<file path="config.mk">
export PLATFORM = sky130hd
export DESIGN_NAME = pclk_out_ctrl
export DESIGN_NICKNAME = d
export VERILOG_FILES = /design/src/rtl/pclk_pkg.sv /design/src/rtl/pclk_chan.sv /design/src/rtl/pclk_irq.sv /design/src/rtl/pclk_out_ctrl.sv
export SDC_FILE = /design/constraint.sdc
export NUM_CORES = 1
export LEC_CHECK = 0
export BUFFER_PORTS_ARGS = -buffer_cell sky130_fd_sc_hd__buf_2
export CAP_MARGIN = 20
export CORE_MARGIN = 2
export CORE_UTILIZATION = 58
export DETAILED_ROUTE_END_ITERATION = 12
export GPL_TIMING_DRIVEN = 0
export PLACE_DENSITY = 0.88
export SYNTH_ARGS = -nofsm -noshare
export SYNTH_HDL_FRONTEND = slang
export SYNTH_HIERARCHICAL = 1
export SYNTH_SLANG_ARGS = --single-unit
</file>
<file path="constraint.sdc">
create_clock -name clk -period 1.81 [get_ports clk]
set_input_delay 0.362 -clock clk [delete_from_list [all_inputs] [get_ports clk]]
set_output_delay 0.362 -clock clk [all_outputs]
set_load 0.005 [all_outputs]
</file>
<file path="src/rtl/pclk_pkg.sv">
package pclk_pkg;
  localparam int DATA_W        = 8;
  localparam int ADDR_W        = 4;
  localparam int NUM_SRC       = 4;
  localparam int PRES_MAX_CODE = 6;

  localparam logic [ADDR_W-1:0] ADR_ON     = 4'h0;
  localparam logic [ADDR_W-1:0] ADR_OFF    = 4'h1;
  localparam logic [ADDR_W-1:0] ADR_STATE  = 4'h2;
  localparam logic [ADDR_W-1:0] ADR_READY  = 4'h3;
  localparam logic [ADDR_W-1:0] ADR_IMSET  = 4'h4;
  localparam logic [ADDR_W-1:0] ADR_IMCLR  = 4'h5;
  localparam logic [ADDR_W-1:0] ADR_IMASK  = 4'h6;
  localparam logic [ADDR_W-1:0] ADR_CFG0   = 4'h8;

  typedef enum logic [1:0] {
    SRC_SLOW = 2'd0,
    SRC_MAIN = 2'd1,
    SRC_PLLA = 2'd2,
    SRC_PLLB = 2'd3
  } src_sel_e;

  // Division ratio for a prescaler code; codes above the max clamp.
  function automatic int unsigned div_of_code(input logic [2:0] code);
    int unsigned c;
    c = (int'(code) > PRES_MAX_CODE) ? PRES_MAX_CODE : int'(code);
    return 32'd1 << c;
  endfunction
endpackage

</file>
<file path="src/rtl/pclk_chan.sv">
module pclk_chan
  import pclk_pkg::*;
#(
  parameter int SYNC_TICKS = 2
) (
  input  logic                 clk,
  input  logic                 rst_n,
  input  logic [NUM_SRC-1:0]   src_tick,
  input  logic                 set_req,
  input  logic                 clr_req,
  input  logic                 cfg_wr,
  input  logic [1:0]           cfg_src,
  input  logic [2:0]           cfg_pres,
  output logic                 en_o,
  output logic                 ready_o,
  output logic [1:0]           src_o,
  output logic [2:0]           pres_o,
  output logic                 out_o
);
  localparam int SYNC_W = $clog2(SYNC_TICKS + 1);
  localparam int CNT_W  = PRES_MAX_CODE;

  logic              en_q, ready_q, out_q;
  src_sel_e          src_q;
  logic [2:0]        pres_q;
  logic [SYNC_W-1:0] sync_cnt;
  logic [CNT_W-1:0]  div_cnt;

  // Named internal events
  logic sel_tick, turn_on, sync_done, div_wrap, cfg_take;
  logic [CNT_W-1:0] div_last;

  assign sel_tick  = src_tick[src_q];
  assign turn_on   = set_req && !en_q;
  assign cfg_take  = cfg_wr && !en_q;
  assign sync_done = en_q && !ready_q && sel_tick &&
                     (sync_cnt == SYNC_W'(SYNC_TICKS - 1));
  assign div_last  = CNT_W'(div_of_code(pres_q) - 1);
  assign div_wrap  = en_q && ready_q && sel_tick && (div_cnt == div_last);

  always_ff @(posedge clk or negedge rst_n) begin
    if (!rst_n) begin
      src_q  <= SRC_SLOW;
      pres_q <= '0;
    end else if (cfg_take) begin
      src_q  <= src_sel_e'(cfg_src);
      pres_q <= cfg_pres;
    end
  end

  always_ff @(posedge clk or negedge rst_n) begin
    if (!rst_n) begin
      en_q     <= 1'b0;
      ready_q  <= 1'b0;
      sync_cnt <= '0;
      div_cnt  <= '0;
      out_q    <= 1'b0;
    end else if (clr_req) begin
      en_q     <= 1'b0;
      ready_q  <= 1'b0;
      sync_cnt <= '0;
      div_cnt  <= '0;
      out_q    <= 1'b0;
    end else if (turn_on) begin
      en_q     <= 1'b1;
      ready_q  <= 1'b0;
      sync_cnt <= '0;
      div_cnt  <= '0;
      out_q    <= 1'b0;
    end else begin
      out_q <= div_wrap;
      if (sync_done)
        ready_q <= 1'b1;
      else if (en_q && !ready_q && sel_tick)
        sync_cnt <= sync_cnt + 1'b1;
      if (en_q && ready_q && sel_tick)
        div_cnt <= div_wrap ? '0 : div_cnt + 1'b1;
    end
  end

  assign en_o    = en_q;
  assign ready_o = ready_q;
  assign src_o   = src_q;
  assign pres_o  = pres_q;
  assign out_o   = out_q;

  // settings are frozen while the output is on
  p_cfg_locked_r5: assert property (@(posedge clk) disable iff (!rst_n)
    en_q |=> ($stable(src_q) && $stable(pres_q)));
  // turning off clears enable, ready and output on the next cycle
  p_off_clears_r3: assert property (@(posedge clk) disable iff (!rst_n)
    clr_req |=> (!en_q && !ready_q && !out_q));
  // no output pulse unless on and ready
  p_out_gated_r10: assert property (@(posedge clk) disable iff (!rst_n)
    out_q |-> (en_q && ready_q));
  // ready rises only on a selected source pulse while on
  p_ready_on_tick_r6: assert property (@(posedge clk) disable iff (!rst_n)
    $rose(ready_q) |-> ($past(sel_tick) && $past(en_q)));
endmodule

</file>
<file path="src/rtl/pclk_irq.sv">
module pclk_irq #(
  parameter int N_OUT = 3
) (
  input  logic             clk,
  input  logic             rst_n,
  input  logic             set_req,
  input  logic             clr_req,
  input  logic [N_OUT-1:0] bits,
  input  logic [N_OUT-1:0] ready,
  output logic [N_OUT-1:0] mask_o,
  output logic             irq_o
);
  logic [N_OUT-1:0] mask_q;
  logic [N_OUT-1:0] pending;

  always_ff @(posedge clk or negedge rst_n) begin
    if (!rst_n)       mask_q <= '0;
    else if (set_req) mask_q <= mask_q | bits;
    else if (clr_req) mask_q <= mask_q & ~bits;
  end

  assign pending = ready & mask_q;
  assign irq_o   = |pending;
  assign mask_o  = mask_q;

  // set and clear writes land on exactly the written bits
  p_mask_set_r9: assert property (@(posedge clk) disable iff (!rst_n)
    set_req |=> ((mask_q & $past(bits)) == $past(bits)));
  p_mask_clr_r9: assert property (@(posedge clk) disable iff (!rst_n)
    clr_req |=> ((mask_q & $past(bits)) == '0));
endmodule

</file>
<file path="src/rtl/pclk_out_ctrl.sv">
module pclk_out_ctrl
  import pclk_pkg::*;
#(
  parameter int N_OUT      = 3,
  parameter int SYNC_TICKS = 2
) (
  input  logic                 clk,
  input  logic                 rst_n,
  input  logic [NUM_SRC-1:0]   src_tick,
  input  logic                 wr_en,
  input  logic [ADDR_W-1:0]    wr_addr,
  input  logic [DATA_W-1:0]    wr_data,
  input  logic [ADDR_W-1:0]    rd_addr,
  output logic [DATA_W-1:0]    rd_data,
  output logic [N_OUT-1:0]     pck_out,
  output logic                 irq
);
  localparam int PAD_W = DATA_W - N_OUT;

  logic             wr_on, wr_off, wr_imset, wr_imclr;
  logic [N_OUT-1:0] sel_bits;
  logic [N_OUT-1:0] cfg_wr_vec, en_vec, rdy_vec, mask_vec;
  logic [1:0]       src_a  [N_OUT];
  logic [2:0]       pres_a [N_OUT];

  assign sel_bits = wr_data[N_OUT-1:0];
  assign wr_on    = wr_en && (wr_addr == ADR_ON);
  assign wr_off   = wr_en && (wr_addr == ADR_OFF);
  assign wr_imset = wr_en && (wr_addr == ADR_IMSET);
  assign wr_imclr = wr_en && (wr_addr == ADR_IMCLR);

  for (genvar n = 0; n < N_OUT; n++) begin : g_chan
    assign cfg_wr_vec[n] = wr_en && (wr_addr == ADDR_W'(ADR_CFG0 + n));

    pclk_chan #(.SYNC_TICKS(SYNC_TICKS)) u_chan (
      .clk      (clk),
      .rst_n    (rst_n),
      .src_tick (src_tick),
      .set_req  (wr_on  && sel_bits[n]),
      .clr_req  (wr_off && sel_bits[n]),
      .cfg_wr   (cfg_wr_vec[n]),
      .cfg_src  (wr_data[1:0]),
      .cfg_pres (wr_data[6:4]),
      .en_o     (en_vec[n]),
      .ready_o  (rdy_vec[n]),
      .src_o    (src_a[n]),
      .pres_o   (pres_a[n]),
      .out_o    (pck_out[n])
    );
  end

  pclk_irq #(.N_OUT(N_OUT)) u_irq (
    .clk     (clk),
    .rst_n   (rst_n),
    .set_req (wr_imset),
    .clr_req (wr_imclr),
    .bits    (sel_bits),
    .ready   (rdy_vec),
    .mask_o  (mask_vec),
    .irq_o   (irq)
  );

  always_comb begin
    rd_data = '0;
    case (rd_addr)
      ADR_STATE: rd_data = {{PAD_W{1'b0}}, en_vec};
      ADR_READY: rd_data = {{PAD_W{1'b0}}, rdy_vec};
      ADR_IMASK: rd_data = {{PAD_W{1'b0}}, mask_vec};
      default: begin
        for (int k = 0; k < N_OUT; k++)
          if (rd_addr == ADDR_W'(ADR_CFG0 + k))
            rd_data = {1'b0, pres_a[k], 2'b00, src_a[k]};
      end
    endcase
  end

  // at most one configuration register is written per cycle
  always_comb begin
    p_cfg_sel_onehot_r4: assert ($onehot0(cfg_wr_vec));
  end

  // interrupt only when some unmasked output is ready
  p_irq_source_r9: assert property (@(posedge clk) disable iff (!rst_n)
    irq |-> ((rdy_vec & mask_vec) != '0));
endmodule

</file>
==> flow_summary.ini, run 1 <==
[outcome]
outcome = completed

[setup_path]
worst-r2r-setup-slack_ns = 0.004
crit_required_ns = 2.00
type_of_the_worst_setup_path = register to register
end_kind = register
critPathLaunch = g_chan[2].u_chan/pres_o[2]$_DFFE_PN0P_
crit-reg2reg-launch = g_chan[2].u_chan/pres_o[2]$_DFFE_PN0P_
timing.critical_path.slowest_stage_cell = or4_4
rr_worst_depth = 4
setup.worst_path.start_class = register
crit_chain = or4_4, a32oi_4, nor4b_1, a211o_1
critical_path.reg2reg.endpoint = g_chan[2].u_chan/div_cnt[2]$_DFFE_PN0P_
critical_path.max_stage_delay_ns = 0.55
worst_ep_arrival_time_ns = 1.99
timing.critical_path.max_delay_family = simple AND/OR/NAND/NOR gates
critPathMaxFanout = 8
critical_path.endpoint = g_chan[2].u_chan/div_cnt[2]$_DFFE_PN0P_
cp_num_buf_inv = 0
worst-path-stages = 4

[drt]
drc = 0
first_pass_iters = 4
drtAntennaViolNets = 0
total_routed_wirelength_mm = 7.139
routed_length_per_instance_um = 16.92
vias_per_cell = 6.109
dr.first_iter.drc_count = 145
route.vias.total = 2578

[die]
floorplan.initialDensity_pct = 59.91
die_w_um = 76.40
num_rows = 26
placeableCoreArea_mm2 = 0.005075
area_of_the_die_mm2 = 0.005837
io_pins = 35
die-height_um = 76.40

[grt]
grt_start_max_net_pins = 52
overflow = 0
antenna_found_initial = 0
grt_pass1_vias = 2427
grt.total_usage_pct = 23.52
wire_length_of_the_first_global_routing_pass_mm = 11.20

[power]
p_leak_nw = 1.607
peakVddDrop_v = 0.0007685
overall_power_after_layout_w = 0.004343
power_density_mw_per_mm2 = 1175

[clock_network]
clk_path_buf_depth = 2
numCtsBuffers = 5
ctsHtreeMaxLevel = 2
clk_pin_slew_ns = 0.09
clock_insertion_delay_worst_skew_ns = 0.30
cts.root.buffer_cell = clkbuf_8
cts_num_sinks = 51
tritoncts_clock_tree = built

[timing]
max_clock_freq_mhz = 553.7
report.final.hold_viol_count = 0
final.setup.tns_ns = 0
fin_crit_sh_pct = 99.78
timing_max_transition_violations_final = 0
period_minus_ws_final_ns = 1.806
fin_worst_hold_slack_ns = 0.3403
max_slew.worst_pin.slew_ns = 0.5464
setup_violations = 0
skew_ns = 0.007959
rsz0062_at_grt = yes
maxSlewHeadroom_pct = 63.06

[synth]
netlist_area_mm2 = 0.003040
yosysSeqAreaShare_pct = 41.98
synth_top_area_share_pct = 41.98
cells_after_synth = 302
synth.yosys.warnings = 6
synth.distinct_cells = 48
yosys_register_bits = 51
synth_area_per_cell_um2 = 10.07
yosysTopAreaCell = dfrtp_1
ys_top_cells_by_area = dfrtp_1 42%, mux2_2 6.3%, nand2_1 3.2%, nor4b_1 3.2%, nor2_1 2.7%

[placement]
routabilityCongestion = 0.8981
port_buffers = 30
hpwlAfterDp_mm = 4.659

[finish]
area.growth.synth_to_final_pct = 21.52
antenna-diode-count = 0
finalNetCount = 380
layout-drive-gt1-share_pct = 32.95

[flow_run]
maxCapViolations = 0

[worst_hold_path]
min_path_type = input pin to register
min_from = wr_data[5]
stage by stage:
step | area, um2 | setup slack (ns) | cells | util, %
after global routing | 3695 | -0.06410 | 422 | 72.81
after global placement | 3282 | -0.3922 | 403 | 64.67
after CTS | 3413 | 0.002986 | 411 | 67.26
after detailed placement | 3282 | -0.3562 | 403 | 64.67
after floorplan | 3044 | 0.1686 | 303 | -
final | 3695 | 0.004001 | 422 | 72.81
placed cells by master, fill, tap and decap left out, types with 4 or more instances in the layout:
| master | synthesis | final |
|---|---|---|
| buf_2 | 1 | 31 |
| nand3_1 | 12 | 10 |
| xor2_1 | 9 | 9 |
| o21ai_0 | 13 | 13 |
| mux2_2 | 17 | 17 |
| a21o_1 | 6 | 6 |
| ha_1 | 6 | 6 |
| nor3_1 | 5 | 5 |
| inv_1 | 15 | 15 |
| mux2i_1 | 4 | 4 |
| nor2_1 | 22 | 22 |
| dfrtp_1 | 51 | 36 |
| nand2_1 | 26 | 26 |
| a22oi_1 | 5 | 5 |
| and2_1 | 9 | 9 |
| or2_2 | 4 | 4 |
| clkbuf_8 | 0 | 7 |
| and3_1 | 4 | 4 |
| dfrtp_2 | 0 | 15 |
| a21oi_1 | 9 | 7 |
| nor2b_1 | 6 | 6 |
| nor4bb_1 | 5 | 5 |
| buf_4 | 2 | 11 |
| nor4b_1 | 11 | 7 |
logic make-up after synthesis:
kind of cell               share of synthesized area [%]
and+or+nand+nor                                    24.07
AOI/OAI and AO/OA                                  15.19
DFF                                                41.98
muxes                                              9.835
buffers and inverters                              2.880
xor gates and xnor gates                           3.457
adders and majority gates                          2.469
other                                             0.1233
cell usage after synthesis, drive strengths merged:
cell type and number:
dfrtp 51, nand2 26, nor2 22, mux2 17, inv 15, o21ai 15
a21oi 12, nand3 12, nor4b 11, and2 9, xor2 9, a21o 6
a32oi 6, ha 6, nor2b 6, or2 6, a22oi 5, nor3 5
nor4bb 5, and3 4, buf 4, mux2i 4, nand2b 4, nor4 4
a211o 3, a22o 3, a311oi 3, and4 3, mux4 3, nand4b 3
o31a 3, o31ai 3, or4 3, xnor2 3, a221o 2, a222oi 1
and2b 1, and3b 1, conb 1, nand3b 1, nor3b 1
cell type report:
class                   instances  area, um2
clock inverters                 1      7.507
well taps                      70      87.58
repair buffers                 41      247.7
plain buffers                   4      31.28
flip-flops and latches         51       1295
multi-input cells             233       1873
inverters                      15      56.30
fillers                       344       1380
clock buffers                   7      96.34
where the power goes:
group,switching [W],internal [W]
sequential,0.000545,0.00149
combinational,0.000742,0.000840
clock,0.000374,0.000348
worst min-delay path by stage:
stage	slack, ns	cells past startpoint	to
final	0.34	2	g_chan[0].u_chan/pres_o[1]$_DFFE_PN0P_
after global placement	0.51	1	register
after floorplan	0.07	0	g_chan[0].u_chan/div_cnt[0]$_DFFE_PN0P_
after CTS	0.31	1	g_chan[1].u_chan/sync_cnt[0]$_DFFE_PN0P_
after detailed placement	0.52	1	register
after global routing	0.33	2	g_chan[0].u_chan/pres_o[1]$_DFFE_PN0P_
metal layers:
layer  wire (um)  global-route usage [%]  part of all wire [%]
met1        3031                   31.20                    42
met3         362                   4.621                   5.1
met5           0                       0                     0
met4         106                   6.545                   1.5
met2        3639                   39.47                    51
sequential cells by signal, summed over array words and instances, names as in the netlist, named ones only:
signal	flops
g_chan.u_chan/out_o	3
g_chan.u_chan/ready_o	3
g_chan.u_chan/sync_cnt	6
g_chan.u_chan/en_o	3
g_chan.u_chan/src_o	6
g_chan.u_chan/pres_o	9
g_chan.u_chan/div_cnt	18
repair_timing:
action                                  CTS  global route
pin swaps                                 0             8
hold endpoints to repair                  0             9
hold buffers                              0             1
resized for setup                         6            37
setup buffers                             0             9
endpoints found under the setup margin    4            24
Note: power is estimated with default switching activity, not from simulation.
==> run 2, diff against run 1 <==
--- a/config.mk
+++ b/config.mk
@@ -11,7 +11,7 @@
 export CORE_UTILIZATION = 58
 export DETAILED_ROUTE_END_ITERATION = 12
 export GPL_TIMING_DRIVEN = 0
-export PLACE_DENSITY = 0.88
+export PLACE_DENSITY_LB_ADDON = 0.08
 export SYNTH_ARGS = -nofsm -noshare
 export SYNTH_HDL_FRONTEND = slang
 export SYNTH_HIERARCHICAL = 1
==> run 2 against run 1 <==
  * Cell area down 0.34%
  * Final cell count unchanged
  * Setup slack better by 0.0095 ns
  * Power down 2.8%
  * Die area unchanged
  * Sequential share of layout area up 0.085 points
  * Wire length down 1.7%
  * Clock skew down 0.0015 ns
  * Global-route usage up 0.80 points
  * First-iteration DRC count down 22%
  * Core utilization down 0.25 points
==> flow_summary.ini, run 2 (synthesis gave the netlist of run 1 again) <==
[timing]
maxSlewHeadroom_pct = 58.78
rsz0062_at_grt = yes
fin_crit_sh_pct = 99.25
skew_ns = 0.006436
max_slew.worst_pin.slew_ns = 0.6097
report.final.hold_viol_count = 0
setup_violations = 0
max_clock_freq_mhz = 556.6
period_minus_ws_final_ns = 1.797
timing_max_transition_violations_final = 0

[flow_run]
maxCapViolations = 0

[setup_path]
setup.worst_path.start_class = register
worst_ep_arrival_time_ns = 1.99
type_of_the_worst_setup_path = register to register
crit_chain = or4_4, a32oi_4, nor4b_2, a211o_1
critPathMaxFanout = 8
end_kind = register
crit_required_ns = 2.00
timing.critical_path.slowest_stage_cell = or4_4
cp_num_buf_inv = 0
critical_path.max_stage_delay_ns = 0.55
timing.critical_path.max_delay_family = simple AND/OR/NAND/NOR gates

[clock_network]
tritoncts_clock_tree = built
clock_insertion_delay_worst_skew_ns = 0.30
clk_pin_slew_ns = 0.09
ctsHtreeMaxLevel = 2
numCtsBuffers = 5
cts.root.buffer_cell = clkbuf_8
clk_path_buf_depth = 2
cts_num_sinks = 51

[die]
floorplan.initialDensity_pct = 59.91
placeableCoreArea_mm2 = 0.005075
io_pins = 35
die_w_um = 76.40
area_of_the_die_mm2 = 0.005837
die-height_um = 76.40
num_rows = 26

[placement]
port_buffers = 30
placed_cells_incl_taps = 404
hpwlAfterDp_mm = 4.847
routabilityCongestion = 0.8245

[power]
power_density_mw_per_mm2 = 1147
p_leak_nw = 1.601
peakVddDrop_v = 0.0007215
overall_power_after_layout_w = 0.004222

[grt]
wire_length_of_the_first_global_routing_pass_mm = 11.41
grt.total_usage_pct = 24.32
grt_start_max_net_pins = 40
grt_pass1_vias = 2368
antenna_found_initial = 0
overflow = 0

[finish]
antenna-diode-count = 0
commonest_non_fill_non_tap_cell_in_the_layout = dfrtp_1
largest_register_ffs = 18
max_flop_register = g_chan.u_chan/div_cnt
finalNetCount = 380
layout.cells.most_common_list = 37 x dfrtp_1, 31 x buf_2, 26 x nand2_1
layout-drive-gt1-share_pct = 32.39
area.growth.synth_to_final_pct = 21.11
stdcell_count = 422

[worst_hold_path]
min_path_type = input pin to register

[drt]
route.vias.total = 2549
drtAntennaViolNets = 0
routed_length_per_instance_um = 16.62
drc = 0
vias_per_cell = 6.040
total_routed_wirelength_mm = 7.015
dr.first_iter.drc_count = 113
first_pass_iters = 4

[outcome]
outcome = completed
-- run 2: cell count changes in the layout (fill, tap and decap cells not counted), sizes merged --
cell / delta
clkinvlp: -1
clkinv: +1
-- run 2: report_power, final --
group,switching [W],internal (W),leakage [nW]
clock,0.000354,0.000272,0.0422
sequential,0.000554,0.00149,0.632
combinational,0.000733,0.000818,0.928
-- run 2: final timing paths --
path / from / endpoint / slack, ns / cells past startpoint
max: g_chan[1].u_chan/pres_o[2]$_DFFE_PN0P_ / g_chan[1].u_chan/div_cnt[2]$_DFFE_PN0P_ / 0.01 / 4
min: wr_data[2] / register / 0.33 / 2
max reg2reg: g_chan[1].u_chan/pres_o[2]$_DFFE_PN0P_ / g_chan[1].u_chan/div_cnt[2]$_DFFE_PN0P_ / 0.01 / 4
min reg2reg: g_chan[2].u_chan/src_o[1]$_DFFE_PN0P_ / g_chan[2].u_chan/src_o[1]$_DFFE_PN0P_ / 0.56 / 1
max in group asynchronous: rst_n / g_chan[1].u_chan/pres_o[0]$_DFFE_PN0P_ / 0.80 / 3
min in group asynchronous: rst_n / g_chan[0].u_chan/en_o$_DFFE_PN0N_ / 0.48 / 2
-- run 2: cell type report --
class / instances / area (um2)
multi-input combinational: 233 / 1884
sequential: 51 / 1294
buffer: 4 / 31.28
clock buffer: 7 / 76.32
fill: 388 / 1393
tap: 70 / 87.58
timing repair buffer: 41 / 247.7
inverter: 15 / 56.30
clock inverter: 1 / 5.005
-- run 2: layer usage --
metal	track usage [%]	part of all wire, %	up-vias	routed length, um
met5	0	0	-	0
met4	6.364	0.58	0	41
met3	4.147	4.2	4	294
met2	39.91	50	54	3512
met1	33.67	45	1271	3167
li1	-	-	1220	-
-- run 2: timing repair --
action / 4_1_cts / 5_1_grt
gates resized for setup: 5 / 42
setup buffers: 3 / 6
endpoints found under the setup margin: 4 / 23
pin swaps: 1 / 6
hold buffers: 1 / 0
hold endpoints to repair: 12 / 0
-- run 2: per-stage QoR --
step	hold WS, ns	worst slack [ns]	util (%)	TNS [ns]	cell area (um2)
5_1_grt	0.3207	-0.09823	72.56	-0.5501	3682
3_3_place_gp	0.5306	-0.3625	64.67	-5.868	3282
3_5_place_dp	0.2816	-0.3444	65.06	-5.277	3302
2_1_floorplan	0.06641	0.1686	-	0	3044
4_1_cts	0.3190	0.001652	67.73	0	3437
6_report	0.3306	0.01349	72.56	0	3682
==> run 3, diff against run 2 <==
--- a/config.mk
+++ b/config.mk
@@ -5,10 +5,12 @@
 export SDC_FILE = /design/constraint.sdc
 export NUM_CORES = 1
 export LEC_CHECK = 0
+export ABC_AREA = 1
 export BUFFER_PORTS_ARGS = -buffer_cell sky130_fd_sc_hd__buf_2
 export CAP_MARGIN = 20
 export CORE_MARGIN = 2
-export CORE_UTILIZATION = 58
+export CORE_UTILIZATION = 59
+export CTS_CLUSTER_SIZE = 24
 export DETAILED_ROUTE_END_ITERATION = 12
 export GPL_TIMING_DRIVEN = 0
 export PLACE_DENSITY_LB_ADDON = 0.08
==> run 3 against run 2 <==
  * Via count up 23%
  * Sequential cell count unchanged
  * Power down 9.8%
  * Clock-buffer cell count down 1
  * Clock skew down 0.00078 ns
  * Critical path type is now input pin to primary output
==> flow_summary.ini, run 3 <==
[outcome]
outcome = completed

[setup_path]
timing.critical_path.max_delay_family = simple AND/OR/NAND/NOR gates
worst-path-stages = 7
setup.worst_path.start_class = input pin
type_of_the_worst_setup_path = input pin to primary output
end_kind = primary output
critical_path.max_stage_delay_ns = 0.34
cp_num_buf_inv = 2
crit_required_ns = 1.45
crit-reg2reg-launch = g_chan[1].u_chan/pres_o[1]$_DFFE_PN0P_
critPathMaxFanout = 5
worst_ep_arrival_time_ns = 1.28
crit_chain = buf_2, nor2_1, nand3_1, nand2_1, nor2_1, nand2_1, buf_2
timing.critical_path.slowest_stage_cell = nor2_1
worst-r2r-setup-slack_ns = 0.41
rr_worst_depth = 8
critical_path.reg2reg.endpoint = g_chan[1].u_chan/div_cnt[4]$_DFFE_PN0P_

[die]
num_rows = 27
area_of_the_die_mm2 = 0.006376
die_w_um = 79.85
io_pins = 35
placeableCoreArea_mm2 = 0.005540
die-height_um = 79.85
floorplan.initialDensity_pct = 61.27

[synth]
netlist_top_cells_count = 113 x nand2_1, 76 x nand3_1, 64 x inv_1
synth-main-ff-cell = dfrtp_1
synth-edff-count = 0
netlist_area_mm2 = 0.003395
ys_top_cells_by_area = dfrtp_1 38%, nand2_1 12%, nand3_1 11%, inv_1 7.1%, nor2_1 6.7%
asyncSetResetFlopFracSynth_pct = 100.0
synth.yosys.warnings = 6
yosys_register_bits = 51
synth_area_per_cell_um2 = 7.013
yosys.cell_count.top_type = nand2_1
synth.distinct_cells = 24
yosysSeqAreaShare_pct = 37.60
yosysTopAreaCell = dfrtp_1
cells_after_synth = 484
synth_top_area_share_pct = 37.60

[placement]
port_buffers = 30
hpwlAfterDp_mm = 5.825
placement.cell_area_mm2 = 0.003659
routabilityCongestion = 0.8883

[grt]
grt_pass1_vias = 2955
grt_start_max_net_pins = 34
grt.total_usage_pct = 25.66
wire_length_of_the_first_global_routing_pass_mm = 12.90
overflow = 0
antenna_found_initial = 0

[finish]
commonest_non_fill_non_tap_cell_in_the_layout = nand2_1
layout.cells.most_common_list = 113 x nand2_1, 76 x nand3_1, 64 x inv_1
largest_register_ffs = 18
antenna-diode-count = 0
max_flop_register = g_chan.u_chan/div_cnt
layout.filler_cells = 516
area.growth.synth_to_final_pct = 10.36
finalNetCount = 552
layout-drive-gt1-share_pct = 17.21
register_area_mm2 = 0.001276
multiInputGateArea_mm2 = 0.001803
final_design_area_excluding_fillers_mm2 = 0.003746

[clock_network]
cts_resized = 0
postCtsHoldBufs = 0
numCtsBuffers = 5
cts_num_sinks = 51
clk_path_buf_depth = 2
clock_insertion_delay_worst_skew_ns = 0.30
postCtsSetupBuffers = 0
tritoncts_clock_tree = built
cts.root.buffer_cell = clkbuf_8
clk_pin_slew_ns = 0.08
ctsHtreeMaxLevel = 2

[timing]
final.setup.tns_ns = 0
rsz0062_at_grt = no
setup_violations = 0
period_minus_ws_final_ns = 1.640
report.final.hold_viol_count = 0
max_clock_freq_mhz = 609.6
skew_ns = 0.005653
fin_crit_sh_pct = 90.63
timing_max_transition_violations_final = 0
fin_worst_hold_slack_ns = 0.0003757

[drt]
route.vias.total = 3144
drtAntennaViolNets = 0
dr.first_iter.drc_count = 124
routed_length_per_instance_um = 12.56
total_routed_wirelength_mm = 7.474
vias_per_cell = 5.284
drc = 0
first_pass_iters = 4

[power]
power_density_mw_per_mm2 = 1017
overall_power_after_layout_w = 0.003808
peakVddDrop_v = 0.0006779
p_leak_nw = 2.014

[worst_hold_path]
min_path_type = input pin to async pin

[flow_run]
maxCapViolations = 0
## run 3: cell types whose count changed in the layout (fill, tap and decap cells not counted), sizes merged, moves of 9 or more
| cell | before | now |
|---|---|---|
| buf | 44 | 34 |
| nor4b | 11 | 0 |
| nand3 | 12 | 85 |
| nand2 | 26 | 120 |
| and2 | 9 | 0 |
| mux2 | 17 | 6 |
| nor2 | 22 | 77 |
| inv | 15 | 75 |
## run 3: cell families (layout without fill, tap and decap cells)
| kind of cell | count (synthesis) | in the layout | synth area share, % |
|---|---|---|---|
| fa+ha+maj | 6 | 6 | 2.212 |
| buf+inv | 81 | 119 | 9.399 |
| xor+xnor | 18 | 18 | 4.645 |
| compound gates | 30 | 30 | 4.423 |
| mux | 6 | 6 | 1.990 |
| simple gates | 291 | 291 | 39.62 |
| other cells | 1 | 2 | 0.1105 |
| flops | 51 | 51 | 37.60 |
## run 3: metal layers
| layer | track usage, % | up-vias | share of wire, % |
|---|---|---|---|
| li1 | - | 1600 | - |
| met1 | 33.36 | 1470 | 45 |
| met2 | 45.63 | 68 | 49 |
| met3 | 3.733 | 6 | 5.0 |
| met4 | 5.085 | 0 | 0.96 |
| met5 | 0 | - | 0 |
## run 3: worst reg2reg max path: cells and delay by family (launching register included)
family	cells	cell delay (ns)
DFF	1	0.46
and+or+nand+nor	8	0.85
## run 3: area by class of cell
cell class,count,area share [%]
buffer,3,0.7014
clock buffer,6,2.204
clock inverter,1,0.1336
inverter,78,7.816
multi-input combinational,353,48.13
sequential,51,34.07
tap,72,2.405
timing repair buffer,31,4.542
## run 3: metrics by stage
stage	setup slack [ns]	utilization, %	instances
after CTS	0.2004	67.62	595
after global routing	0.1339	67.62	595
after global placement	-0.03924	65.67	587
after detailed placement	-0.06880	66.03	588
after floorplan	0.3590	-	485
final	0.1696	67.62	595
## run 3: how the worst max path moves through the flow
stage	from	endpoint
floorplan	wr_addr[1]	g_chan[0].u_chan/div_cnt[1]$_DFFE_PN0P_
global placement	wr_addr[1]	g_chan[2].u_chan/div_cnt[5]$_DFFE_PN0P_
detailed placement	wr_addr[1]	g_chan[2].u_chan/div_cnt[5]$_DFFE_PN0P_
CTS	rd_addr[1]	rd_data[0]
global route	g_chan[1].u_chan/en_o$_DFFE_PN0N_	rd_data[1]
finish	rd_addr[1]	rd_data[0]
## run 3: power breakdown
part | total, W | internal (W) | leakage (nW) | switching, W
logic | 0.00134 | 0.000539 | 1.34 | 0.000803
clock network | 0.000664 | 0.000301 | 0.0470 | 0.000363
registers | 0.00180 | 0.00143 | 0.629 | 0.000375
